==> config.mk <==
export PLATFORM = sky130hd
export DESIGN_NAME = pareto_tourney
export DESIGN_NICKNAME = d
export VERILOG_FILES = /design/src/rtl/tnm_pkg.sv /design/src/rtl/tnm_key_pick.sv /design/src/rtl/tnm_judge.sv /design/src/rtl/pareto_tourney.sv
export SDC_FILE = /design/constraint.sdc
export NUM_CORES = 1
export LEC_CHECK = 0
export ABC_AREA = 1
export ABC_CLOCK_PERIOD_IN_PS = 5200
export BUFFER_PORTS_ARGS = -buffer_cell sky130_fd_sc_hd__buf_2
export CORE_MARGIN = 2
export CORE_UTILIZATION = 50
export DETAILED_ROUTE_END_ITERATION = 8
export PLACE_DENSITY = 0.81
export SYNTH_ARGS = -nofsm -noshare
export SYNTH_HDL_FRONTEND = slang
export SYNTH_SLANG_ARGS = --single-unit
==> constraint.sdc <==
create_clock -name clk -period 5.2 [get_ports clk]
set_input_delay 0 -clock clk [delete_from_list [all_inputs] [get_ports clk]]
set_output_delay 0 -clock clk [all_outputs]
set_load 0.1 [all_outputs]
==> src/rtl/tnm_pkg.sv <==
// Package: shared encodings for the tournament selector.
// Assumes a 2-bit raw select, where the unused code folds onto quality.
package tnm_pkg;

    typedef enum logic [1:0] {
        SEL_QUAL  = 2'd0,
        SEL_AREA  = 2'd1,
        SEL_SPEED = 2'd2
    } obj_sel_e;

    // Fold the raw select code onto a legal objective (code 3 -> quality)
    function automatic obj_sel_e decode_sel(input logic [1:0] raw);
        case (raw)
            2'd1:    decode_sel = SEL_AREA;
            2'd2:    decode_sel = SEL_SPEED;
            default: decode_sel = SEL_QUAL;
        endcase
    endfunction

endpackage

==> src/rtl/tnm_key_pick.sv <==
// Module: extracts the score of the selected objective from a packed vector.
// Assumes the vector holds quality, area and speed from the LSB upward, each OBJ_W wide.
module tnm_key_pick #(
    parameter int OBJ_W = 8
) (
    input  logic [3*OBJ_W-1:0]   obj,
    input  tnm_pkg::obj_sel_e    sel,
    output logic [OBJ_W-1:0]     key
);

    logic [OBJ_W-1:0] field [3];

    // Slice the three objective fields out of the packed vector
    for (genvar g = 0; g < 3; g++) begin : g_field
        assign field[g] = obj[g*OBJ_W +: OBJ_W];
    end

    // Route the selected field to the key output
    always_comb begin
        case (sel)
            tnm_pkg::SEL_AREA:  key = field[1];
            tnm_pkg::SEL_SPEED: key = field[2];
            default:            key = field[0];
        endcase
    end

endmodule

==> src/rtl/tnm_judge.sv <==
// Module: decides one pairwise contest between side A and side B.
// Order of rules: main objective (higher wins, only when main_en), then fitness
// (lower wins), then index (lower wins, equal goes to A). Purely combinational.
module tnm_judge #(
    parameter int OBJ_W = 8,
    parameter int FIT_W = 10,
    parameter int IDX_W = 6
) (
    input  logic                 main_en,
    input  tnm_pkg::obj_sel_e    sel,
    input  logic [IDX_W-1:0]     a_idx,
    input  logic [3*OBJ_W-1:0]   a_obj,
    input  logic [FIT_W-1:0]     a_fit,
    input  logic [IDX_W-1:0]     b_idx,
    input  logic [3*OBJ_W-1:0]   b_obj,
    input  logic [FIT_W-1:0]     b_fit,
    output logic [OBJ_W-1:0]     key_a,
    output logic [OBJ_W-1:0]     key_b,
    output logic                 a_wins
);

    tnm_key_pick #(.OBJ_W(OBJ_W)) u_pick_a (.obj(a_obj), .sel(sel), .key(key_a));
    tnm_key_pick #(.OBJ_W(OBJ_W)) u_pick_b (.obj(b_obj), .sel(sel), .key(key_b));

    // Apply the three rules in priority order
    always_comb begin
        if (main_en && (key_a != key_b)) begin
            a_wins = (key_a > key_b);
        end else if (a_fit != b_fit) begin
            a_wins = (a_fit < b_fit);
        end else begin
            a_wins = (a_idx <= b_idx);
        end
    end

endmodule

==> src/rtl/pareto_tourney.sv <==
// Module: top of the tournament selector. Registers each round's winner one
// cycle after the request and keeps a running champion across ROUNDS rounds.
// On the last round it also registers the parent.
// Assumes the inputs are valid whenever req_valid is high. ROUNDS >= 1.
module pareto_tourney #(
    parameter int OBJ_W  = 8,
    parameter int FIT_W  = 10,
    parameter int IDX_W  = 6,
    parameter int ROUNDS = 2
) (
    input  logic                 clk,
    input  logic                 rst_n,
    input  logic                 req_valid,
    input  logic                 mode_main,
    input  logic [1:0]           main_sel,
    input  logic [IDX_W-1:0]     a_idx,
    input  logic [3*OBJ_W-1:0]   a_obj,
    input  logic [FIT_W-1:0]     a_fit,
    input  logic [IDX_W-1:0]     b_idx,
    input  logic [3*OBJ_W-1:0]   b_obj,
    input  logic [FIT_W-1:0]     b_fit,
    output logic                 win_valid,
    output logic [IDX_W-1:0]     win_idx,
    output logic                 parent_valid,
    output logic [IDX_W-1:0]     parent_idx
);

    localparam int CNT_W = (ROUNDS > 1) ? $clog2(ROUNDS) : 1;
    localparam logic [CNT_W-1:0] LAST_RND = CNT_W'(ROUNDS - 1);

    tnm_pkg::obj_sel_e    sel_dec;
    logic                 pair_a_wins;
    logic [OBJ_W-1:0]     pair_key_a, pair_key_b;

    logic [IDX_W-1:0]     rw_idx;
    logic [3*OBJ_W-1:0]   rw_obj;
    logic [FIT_W-1:0]     rw_fit;

    logic [CNT_W-1:0]     round_q;
    logic [IDX_W-1:0]     champ_idx_q;
    logic [3*OBJ_W-1:0]   champ_obj_q;
    logic [FIT_W-1:0]     champ_fit_q;

    logic [IDX_W-1:0]     next_champ_idx;
    logic [3*OBJ_W-1:0]   next_champ_obj;
    logic [FIT_W-1:0]     next_champ_fit;

    logic                 last_round;

    // Fold the raw main-objective select onto a legal code
    assign sel_dec    = tnm_pkg::decode_sel(main_sel);
    assign last_round = (round_q == LAST_RND);

    tnm_judge #(.OBJ_W(OBJ_W), .FIT_W(FIT_W), .IDX_W(IDX_W)) u_pair (
        .main_en (mode_main),
        .sel     (sel_dec),
        .a_idx   (a_idx),
        .a_obj   (a_obj),
        .a_fit   (a_fit),
        .b_idx   (b_idx),
        .b_obj   (b_obj),
        .b_fit   (b_fit),
        .key_a   (pair_key_a),
        .key_b   (pair_key_b),
        .a_wins  (pair_a_wins)
    );

    // Select the full record of this round's winner
    always_comb begin
        if (pair_a_wins) begin
            rw_idx = a_idx;
            rw_obj = a_obj;
            rw_fit = a_fit;
        end else begin
            rw_idx = b_idx;
            rw_obj = b_obj;
            rw_fit = b_fit;
        end
    end

    // Champion merge: a single round needs none, more rounds compare with the stored champion
    if (ROUNDS > 1) begin : g_multi
        logic fin_a_wins;
        logic [OBJ_W-1:0] fin_key_a, fin_key_b;

        tnm_judge #(.OBJ_W(OBJ_W), .FIT_W(FIT_W), .IDX_W(IDX_W)) u_final (
            .main_en (mode_main),
            .sel     (sel_dec),
            .a_idx   (champ_idx_q),
            .a_obj   (champ_obj_q),
            .a_fit   (champ_fit_q),
            .b_idx   (rw_idx),
            .b_obj   (rw_obj),
            .b_fit   (rw_fit),
            .key_a   (fin_key_a),
            .key_b   (fin_key_b),
            .a_wins  (fin_a_wins)
        );

        // First round seeds the champion, later rounds keep the better record
        always_comb begin
            if ((round_q != '0) && fin_a_wins) begin
                next_champ_idx = champ_idx_q;
                next_champ_obj = champ_obj_q;
                next_champ_fit = champ_fit_q;
            end else begin
                next_champ_idx = rw_idx;
                next_champ_obj = rw_obj;
                next_champ_fit = rw_fit;
            end
        end
    end else begin : g_single
        // With one round the round winner is the parent
        always_comb begin
            next_champ_idx = rw_idx;
            next_champ_obj = rw_obj;
            next_champ_fit = rw_fit;
        end
    end

    // Round position and stored champion
    always_ff @(posedge clk) begin
        if (!rst_n) begin
            round_q     <= '0;
            champ_idx_q <= '0;
            champ_obj_q <= '0;
            champ_fit_q <= '0;
        end else if (req_valid) begin
            round_q     <= last_round ? '0 : round_q + CNT_W'(1);
            champ_idx_q <= next_champ_idx;
            champ_obj_q <= next_champ_obj;
            champ_fit_q <= next_champ_fit;
        end
    end

    // Registered tournament result and parent outputs
    always_ff @(posedge clk) begin
        if (!rst_n) begin
            win_valid    <= 1'b0;
            win_idx      <= '0;
            parent_valid <= 1'b0;
            parent_idx   <= '0;
        end else begin
            win_valid    <= req_valid;
            parent_valid <= req_valid && last_round;
            if (req_valid) begin
                win_idx <= rw_idx;
            end
            if (req_valid && last_round) begin
                parent_idx <= next_champ_idx;
            end
        end
    end

    AST_WIN_LATENCY: assert property (@(posedge clk) disable iff (!rst_n)
        req_valid |=> win_valid);
    AST_NO_SPURIOUS_WIN: assert property (@(posedge clk) disable iff (!rst_n)
        !req_valid |=> !win_valid);
    AST_WIN_FROM_PAIR: assert property (@(posedge clk) disable iff (!rst_n)
        req_valid |=> (win_idx == $past(a_idx) || win_idx == $past(b_idx)));
    AST_MAIN_RULE: assert property (@(posedge clk) disable iff (!rst_n)
        (req_valid && mode_main && (pair_key_a > pair_key_b)) |=> (win_idx == $past(a_idx)));
    AST_PLAIN_FITNESS: assert property (@(posedge clk) disable iff (!rst_n)
        (req_valid && !mode_main && (a_fit < b_fit)) |=> (win_idx == $past(a_idx)));
    AST_PARENT_PAIRED: assert property (@(posedge clk) disable iff (!rst_n)
        parent_valid |-> win_valid);
    AST_ROUND_RANGE: assert property (@(posedge clk) disable iff (!rst_n)
        round_q <= LAST_RND);

endmodule

== After elaboration in Yosys (flattened, before gate mapping) ==
Index checks and enable logic that the tools add are counted.

* Flip-flop bits (word level): 55
* Input bits: 86
* Word-level logic and storage cells: 43

* Add/subtract/negate cells: 1
* Order comparisons: 6
* Equal/unequal tests: 8
* Multiplexer cells: 14
* Bitwise logic cells: 1
* Reduce and logical (&&, ||, !) cells: 5

{| class="wikitable"
|+ Operators by type and width
! kind !! count
|-
| 8-bit one-hot mux with 2 select lines || 4
|-
| 24-bit 2-to-1 mux || 1
|-
| 10-bit < comparator || 2
|-
| 10-bit != test || 2
|-
| 8-bit greater-than comparator || 2
|-
| 8-bit != test || 2
|-
| 6-bit <= comparator || 2
|-
| 6-bit 2-to-1 mux || 2
|-
| 10-bit 2-to-1 mux || 1
|-
| 1-bit 2-to-1 mux || 5
|-
| 2-bit by 1-bit == test with 1-bit output, second input constant || 2
|-
| 2-bit == test, second input constant || 2
|-
| 1-bit logical AND || 4
|-
| 2-bit one-hot mux with 2 select lines || 1
|-
| 2-bit AND reduction || 1
|-
| 1-bit adder, second input constant || 1
|-
| 1-bit NOT || 1
|}

== Logic depth before layout (Yosys ltp) ==
* Depth after elaboration: 15
* Mapped depth: 35
* Gate-level depth less buffers: 30

== Cells and area by module ==
A second synthesis with hierarchy kept.

* Cells, all modules: 1,013
* Area total of the unflattened synthesis: 5,432.7 µm²

{| class="wikitable"
|+ Modules (own cells, without submodules)
! module !! instances !! cells each !! area each (µm²) !! seq. area each (µm²)
|-
| pareto_tourney || 1 || 563 || 3,052.9 || 1,101.1
|-
| tnm_judge || 2 || 113 || 704.4 || 0.0
|-
| tnm_key_pick || 4 || 56 || 242.7 || 0.0
|}

== Worst setup path after synthesis ==
Ideal clock, no wire load.

* Path kind: input port to flip-flop
* From: input port main_sel[0]
* To: register champ_idx_q[4]
* Setup time: 117 ps
* Arrival time: 3,918 ps
* Path slack: 1,165 ps
* Stages on the path: 34
* Path buffers: 5
* Cells stage by stage: inv_1 ha_1 clkbuf_1 inv_1 clkbuf_1 o221ai_1 o21ai_0 inv_1 ha_1 nand2_1 nor2_2 nand4_1 nand2_2 nand3b_4 nand2_1 buf_6 buf_6 nand2_1 nand3_1 nand3_1 o21ai_0 ha_1 nand2_1 nor2_1 nand2_1 nand2_1 nor2_1 a21oi_4 nand2_4 nand2_4 buf_2 nand2_1 nand2_1 nor2_1

* Word-level cells in the longest chain between the ends: 14

{| class="wikitable"
|+ Ends and longest elaborated chain
! what !! line !! source
|-
| start: declaration || pareto_tourney.sv:15 || <nowiki>input logic [1:0] main_sel,</nowiki>
|-
| 2-bit == test / 2-bit by 1-bit == test with 1-bit output (equally long branches) || tnm_pkg.sv:13 || <nowiki>case (raw)</nowiki>
|-
| 2-bit one-hot mux with 2 select lines (*) || tnm_pkg.sv:13 ||
|-
| branches (longest 11 deep; another with 8-bit greater-than comparator) || -- ||
|-
| 6-bit 2-to-1 mux (*) || pareto_tourney.sv:102 || <nowiki>if ((round_q != '0) && fin_a_wins) begin</nowiki>
|-
| end signal: assignment || pareto_tourney.sv:130 || <nowiki>champ_idx_q <= next_champ_idx;</nowiki>
|-
| end: declaration || pareto_tourney.sv:40 || <nowiki>logic [IDX_W-1:0] champ_idx_q;</nowiki>
|}

Mark *: on every way between the ends.
A chain may end at the register's enable or synchronous reset.

== Worst setup path after layout ==
* From: input port main_sel[0]
* To: register champ_obj_q[6]

* Word-level cells in the longest chain between the ends: 15

{| class="wikitable"
|+ Ends and longest elaborated chain
! what !! line !! source
|-
| 2-bit == test / 2-bit by 1-bit == test with 1-bit output (equally long branches) || tnm_pkg.sv:13 ||
|-
| 2-bit one-hot mux with 2 select lines (*) || tnm_pkg.sv:13 ||
|-
| branches (longest 13 deep; another with 8-bit greater-than comparator) || -- ||
|-
| end signal: assignment || pareto_tourney.sv:131 || <nowiki>champ_obj_q <= next_champ_obj;</nowiki>
|-
| end: declaration || pareto_tourney.sv:41 || <nowiki>logic [3*OBJ_W-1:0] champ_obj_q;</nowiki>
|}

Marked as above.

==> results <==
- The flow ran to the end, and the final reports show no timing, DRC or antenna violations.
- After detailed routing, the number of remaining DRC violations is 0.
- The startpoint type of the worst setup path is a primary input.
- The startpoint-to-endpoint class of the critical path is primary input to flip-flop.
- After layout, the minimum clock period comes to 4250 ps.
- The worst pin sits at a relative slew slack of 0.4589.
- The number of clock sinks is 55.
- The floorplan step set the die height to 101.8 µm.
- The launch point of the worst path is main_sel[0].
- No sink is reached through more buffers than the 2 on the longest clock path.
- The post-cts repair resize count is 0.
- In this run, the number of DRC markers left after iteration 0 of detailed routing was 258.
- The detail route stage leaves a number of antenna-violating nets equal to 0.
- After detailed routing, no signal wire sits above met4.
- The initial antenna violation count was 0.
- Entering global routing, the biggest net connects 57 pins.
- The leading cell type in the layout, fill and taps excluded is sky130_fd_sc_hd__nand2_1.
- For this run, the slowest stage of the critical path takes 420 ps.
- The floorplan step set the die width to 101.8 µm.
- In this run the cell area of the synthesized design comes to 4785 µm².
- The die outline area is 10370 µm².
- The reg-to-reg setup timing slack is 2740 ps.
- The distinct cell type count of the synthesized netlist is 34.
- The count of input and output buffers is 99.
- The tool flagged a number of max-cap violations equal to 0.
- In the final routing, the length of wire on met1 measures 5.472 mm.
- The worst-case IR drop observed on VDD is 160.1 µV.
- The total core area is 9284 µm².
- The slew at the pin closest to its max-slew limit is 811.7 ps.
- At the end of the flow, the number of nets in the layout was 990.
- The critical path arrival is 4470 ps.
- The launch instance of the worst register-to-register path is champ_obj_q[14].
- The clock tree root driver cell is sky130_fd_sc_hd__clkbuf_8.
- The post-synthesis average cell area is 6.198 µm².
- Counting flops and latches in the post-synthesis netlist gives 55.
- Detailed routing placed a total of 5.562 mm of wire on met2.
- The final worst clock skew is 10.39 ps.
- Setup repair after global routing left no endpoint under its margin.
- The kind of capture point of the worst setup path is a flip-flop.
- The count of inserted antenna diode cells is 0.
- The power density over the cells is 265.6 nW/µm².
- After routing the design area is 5419 µm².
- The total of hold buffers inserted after clock tree synthesis is 0.
- The Yosys step of the flow raised 0 warnings.
- The portion of the post-synthesis area used by sequential elements is 0.2301.
- In this run the post-CTS setup repair buffer count came out at 0.
- After floorplanning, the core was divided into 35 placement rows.
- Setup violations remaining at the end of the flow were counted as 0.
- The number of iterations in the first detailed-routing pass is 5.
- The placed cell area is 5330 µm².
- Dividing the final minimum period by the clock period gives 0.8173.
- The final number of max-transition violations is 0.
- The post-detailed-route wirelength per cell is 12.41 µm.
- The met3 wire length is 946 µm.
- In the final timing run, aggregate negative setup slack is 0 ps.
- TritonCTS built the clock tree.
- The final HPWL from detailed placement is 9.294 mm.
- The number of top-level design ports is 100.
- In the final layout, the share of cells above drive strength 1 is 0.1696.
- The final number of hold-violating endpoints is 0.
- The detailed-route wire length is 12.21 mm.
- The critical path required time is 5420 ps.
- The global-route wire length before repair is 20.40 mm.
- Counting the buffers created by CTS gives 5.
- The H-tree generated during clock tree synthesis spans 2 levels.
- The path type of the worst min-delay path is primary input to flip-flop.
- The worst-path maximum fanout is 56.
- Clock latency on the worst-skew pair, taken at its later pin, is 320 ps.
- The maximum operating frequency is 235.3 MHz.
- The startpoint identified for the worst hold timing path is req_valid.
- The post-synthesis cell count is 772.
- The cell leakage power is 3.083 nW.
- The number of nets in the synthesized netlist is 908.
- The clock transition at the register clock pins on the worst setup and hold paths after CTS is 110 ps.
- The via-per-instance ratio is 5.101.
- From synthesis to final layout, the design area changed by 13.26%.
- The overall track demand over capacity in global routing is 0.2423.
- The count of fill cells added during filler insertion is 958.
- The slowest cell on the critical path is sky130_fd_sc_hd__ha_1.
- The cell occurring most often along the worst timing path is sky130_fd_sc_hd__nand2_1.
- At the end of routability-driven placement, the weighted congestion stood at 0.9350.
- The initial standard-cell utilization of the core is 0.5154.
- Leaving out fill and tap cells, the most frequent cells in the layout are sky130_fd_sc_hd__nand2_1 (206), sky130_fd_sc_hd__inv_1 (123), sky130_fd_sc_hd__buf_2 (99), sky130_fd_sc_hd__nor2_1 (88), sky130_fd_sc_hd__nand3_1 (62).
- The via count of the first global-routing pass is 4647.
- The detailed router placed 5019 vias in this run.
- The leftover overflow at the end of global routing is 0.
where the power goes:
group / total [mW] / internal (mW) / switching (mW)
clock network: 0.248 / 0.0973 / 0.151
logic: 0.700 / 0.242 / 0.458
registers: 0.491 / 0.470 / 0.0218
total: 1.44 / 0.809 / 0.630
cell families after synthesis:
kind of cell             Yosys count  synth area share
AND/OR/NAND/NOR                  384            0.3405
buffers and inverters            158            0.1412
AO/OA/AOI/OAI                    122            0.1511
flip-flops                        55            0.2301
adder cells (fa/ha/maj)           50            0.1308
multiplexers                       3          0.006276
flip-flops by register name, indices dropped and copies added (netlist names):
signal and flops:
champ_fit_q 10, win_valid 1, champ_obj_q 24, last_round 1
parent_idx 6, parent_valid 1, win_idx 6, champ_idx_q 6
worst paths after layout:
check | to | cells after the start
worst max register to register | champ_obj_q[1] | 16
worst min-delay path | win_valid | 3
worst max-delay path | champ_obj_q[6] | 31
worst min register to register | parent_idx[0] | 2
Yosys cell counts:
| master | instances | area [µm²] |
|---|---|---|
| sky130_fd_sc_hd__nand2_1 | 207 | 777.0 |
| sky130_fd_sc_hd__inv_1 | 123 | 461.7 |
| sky130_fd_sc_hd__nor2_1 | 88 | 330.3 |
| sky130_fd_sc_hd__nand3_1 | 62 | 310.3 |
| sky130_fd_sc_hd__dfxtp_1 | 55 | 1101 |
| sky130_fd_sc_hd__ha_1 | 50 | 625.6 |
| sky130_fd_sc_hd__o21ai_0 | 44 | 220.2 |
| sky130_fd_sc_hd__a21oi_1 | 33 | 165.2 |
| sky130_fd_sc_hd__clkbuf_1 | 15 | 56.30 |
| sky130_fd_sc_hd__o21ai_1 | 12 | 60.06 |
| sky130_fd_sc_hd__buf_6 | 10 | 112.6 |
| sky130_fd_sc_hd__nand2_2 | 9 | 56.30 |
| sky130_fd_sc_hd__o221ai_1 | 8 | 70.07 |
| sky130_fd_sc_hd__o22ai_1 | 7 | 43.79 |
| sky130_fd_sc_hd__buf_2 | 6 | 30.03 |
| sky130_fd_sc_hd__o21ai_2 | 5 | 43.79 |
| sky130_fd_sc_hd__a31o_2 | 4 | 35.03 |
| sky130_fd_sc_hd__and2_1 | 4 | 25.02 |
| sky130_fd_sc_hd__nand4_1 | 4 | 25.02 |
| sky130_fd_sc_hd__mux2i_1 | 3 | 30.03 |
| sky130_fd_sc_hd__nor2_2 | 3 | 18.77 |
| sky130_fd_sc_hd__o211ai_1 | 3 | 22.52 |
| sky130_fd_sc_hd__a21o_1 | 2 | 15.01 |
| sky130_fd_sc_hd__a21oi_4 | 2 | 32.53 |
| sky130_fd_sc_hd__buf_1 | 2 | 7.510 |
| sky130_fd_sc_hd__clkinv_1 | 2 | 7.510 |
| sky130_fd_sc_hd__nand2_4 | 2 | 22.52 |
| sky130_fd_sc_hd__and3_2 | 1 | 7.510 |
| sky130_fd_sc_hd__nand3_4 | 1 | 17.52 |
| sky130_fd_sc_hd__nand3b_1 | 1 | 7.510 |
| sky130_fd_sc_hd__nand3b_4 | 1 | 20.02 |
| sky130_fd_sc_hd__nor2_4 | 1 | 11.26 |
| sky130_fd_sc_hd__o21a_1 | 1 | 7.510 |
| sky130_fd_sc_hd__o21bai_1 | 1 | 7.510 |
metrics by stage:
stage / worst slack [ps] / utilization / hold slack, ps / std cells / power [mW]
finish: 950.1 / 0.5837 / 35.32 / 984 / 1.439
global placement: 767.8 / 0.5741 / 366.4 / 976 / 1.186
global route: 538.9 / 0.5837 / 46.48 / 984 / 1.558
CTS: 1047 / 0.5837 / 37.63 / 984 / 1.436
detailed placement: 724.7 / 0.5741 / 373.0 / 976 / 1.195
floorplan: 1165 / - / 145.7 / 772 / 1.041
layer usage:
layer / track usage / up-vias
li1: - / 2621
met2: 0.4160 / 203
met3: 0.02804 / 17
met4: 0.08103 / 0
met5: 0 / -
met1: 0.3168 / 2178
layout make-up:
type / count / area, µm² / share of cell area
inverter: 125 / 469.2 / 0.08659
timing repair buffer: 108 / 588.1 / 0.1085
clock inverter: 2 / 16.27 / 0.003002
sequential: 55 / 1101 / 0.2032
tap: 129 / 161.4 / 0.02979
clock buffer: 6 / 72.57 / 0.01339
multi-input combinational: 559 / 3010 / 0.5555
worst max-delay path, delay by kind of cell:
kind	cells	cell delay, ps
buffers and inverters	8	1100
and+or+nand+nor	14	1230
adders and majority gates	3	960
AOI/OAI and AO/OA	6	1140
Note: power is estimated with default switching activity, not from simulation.
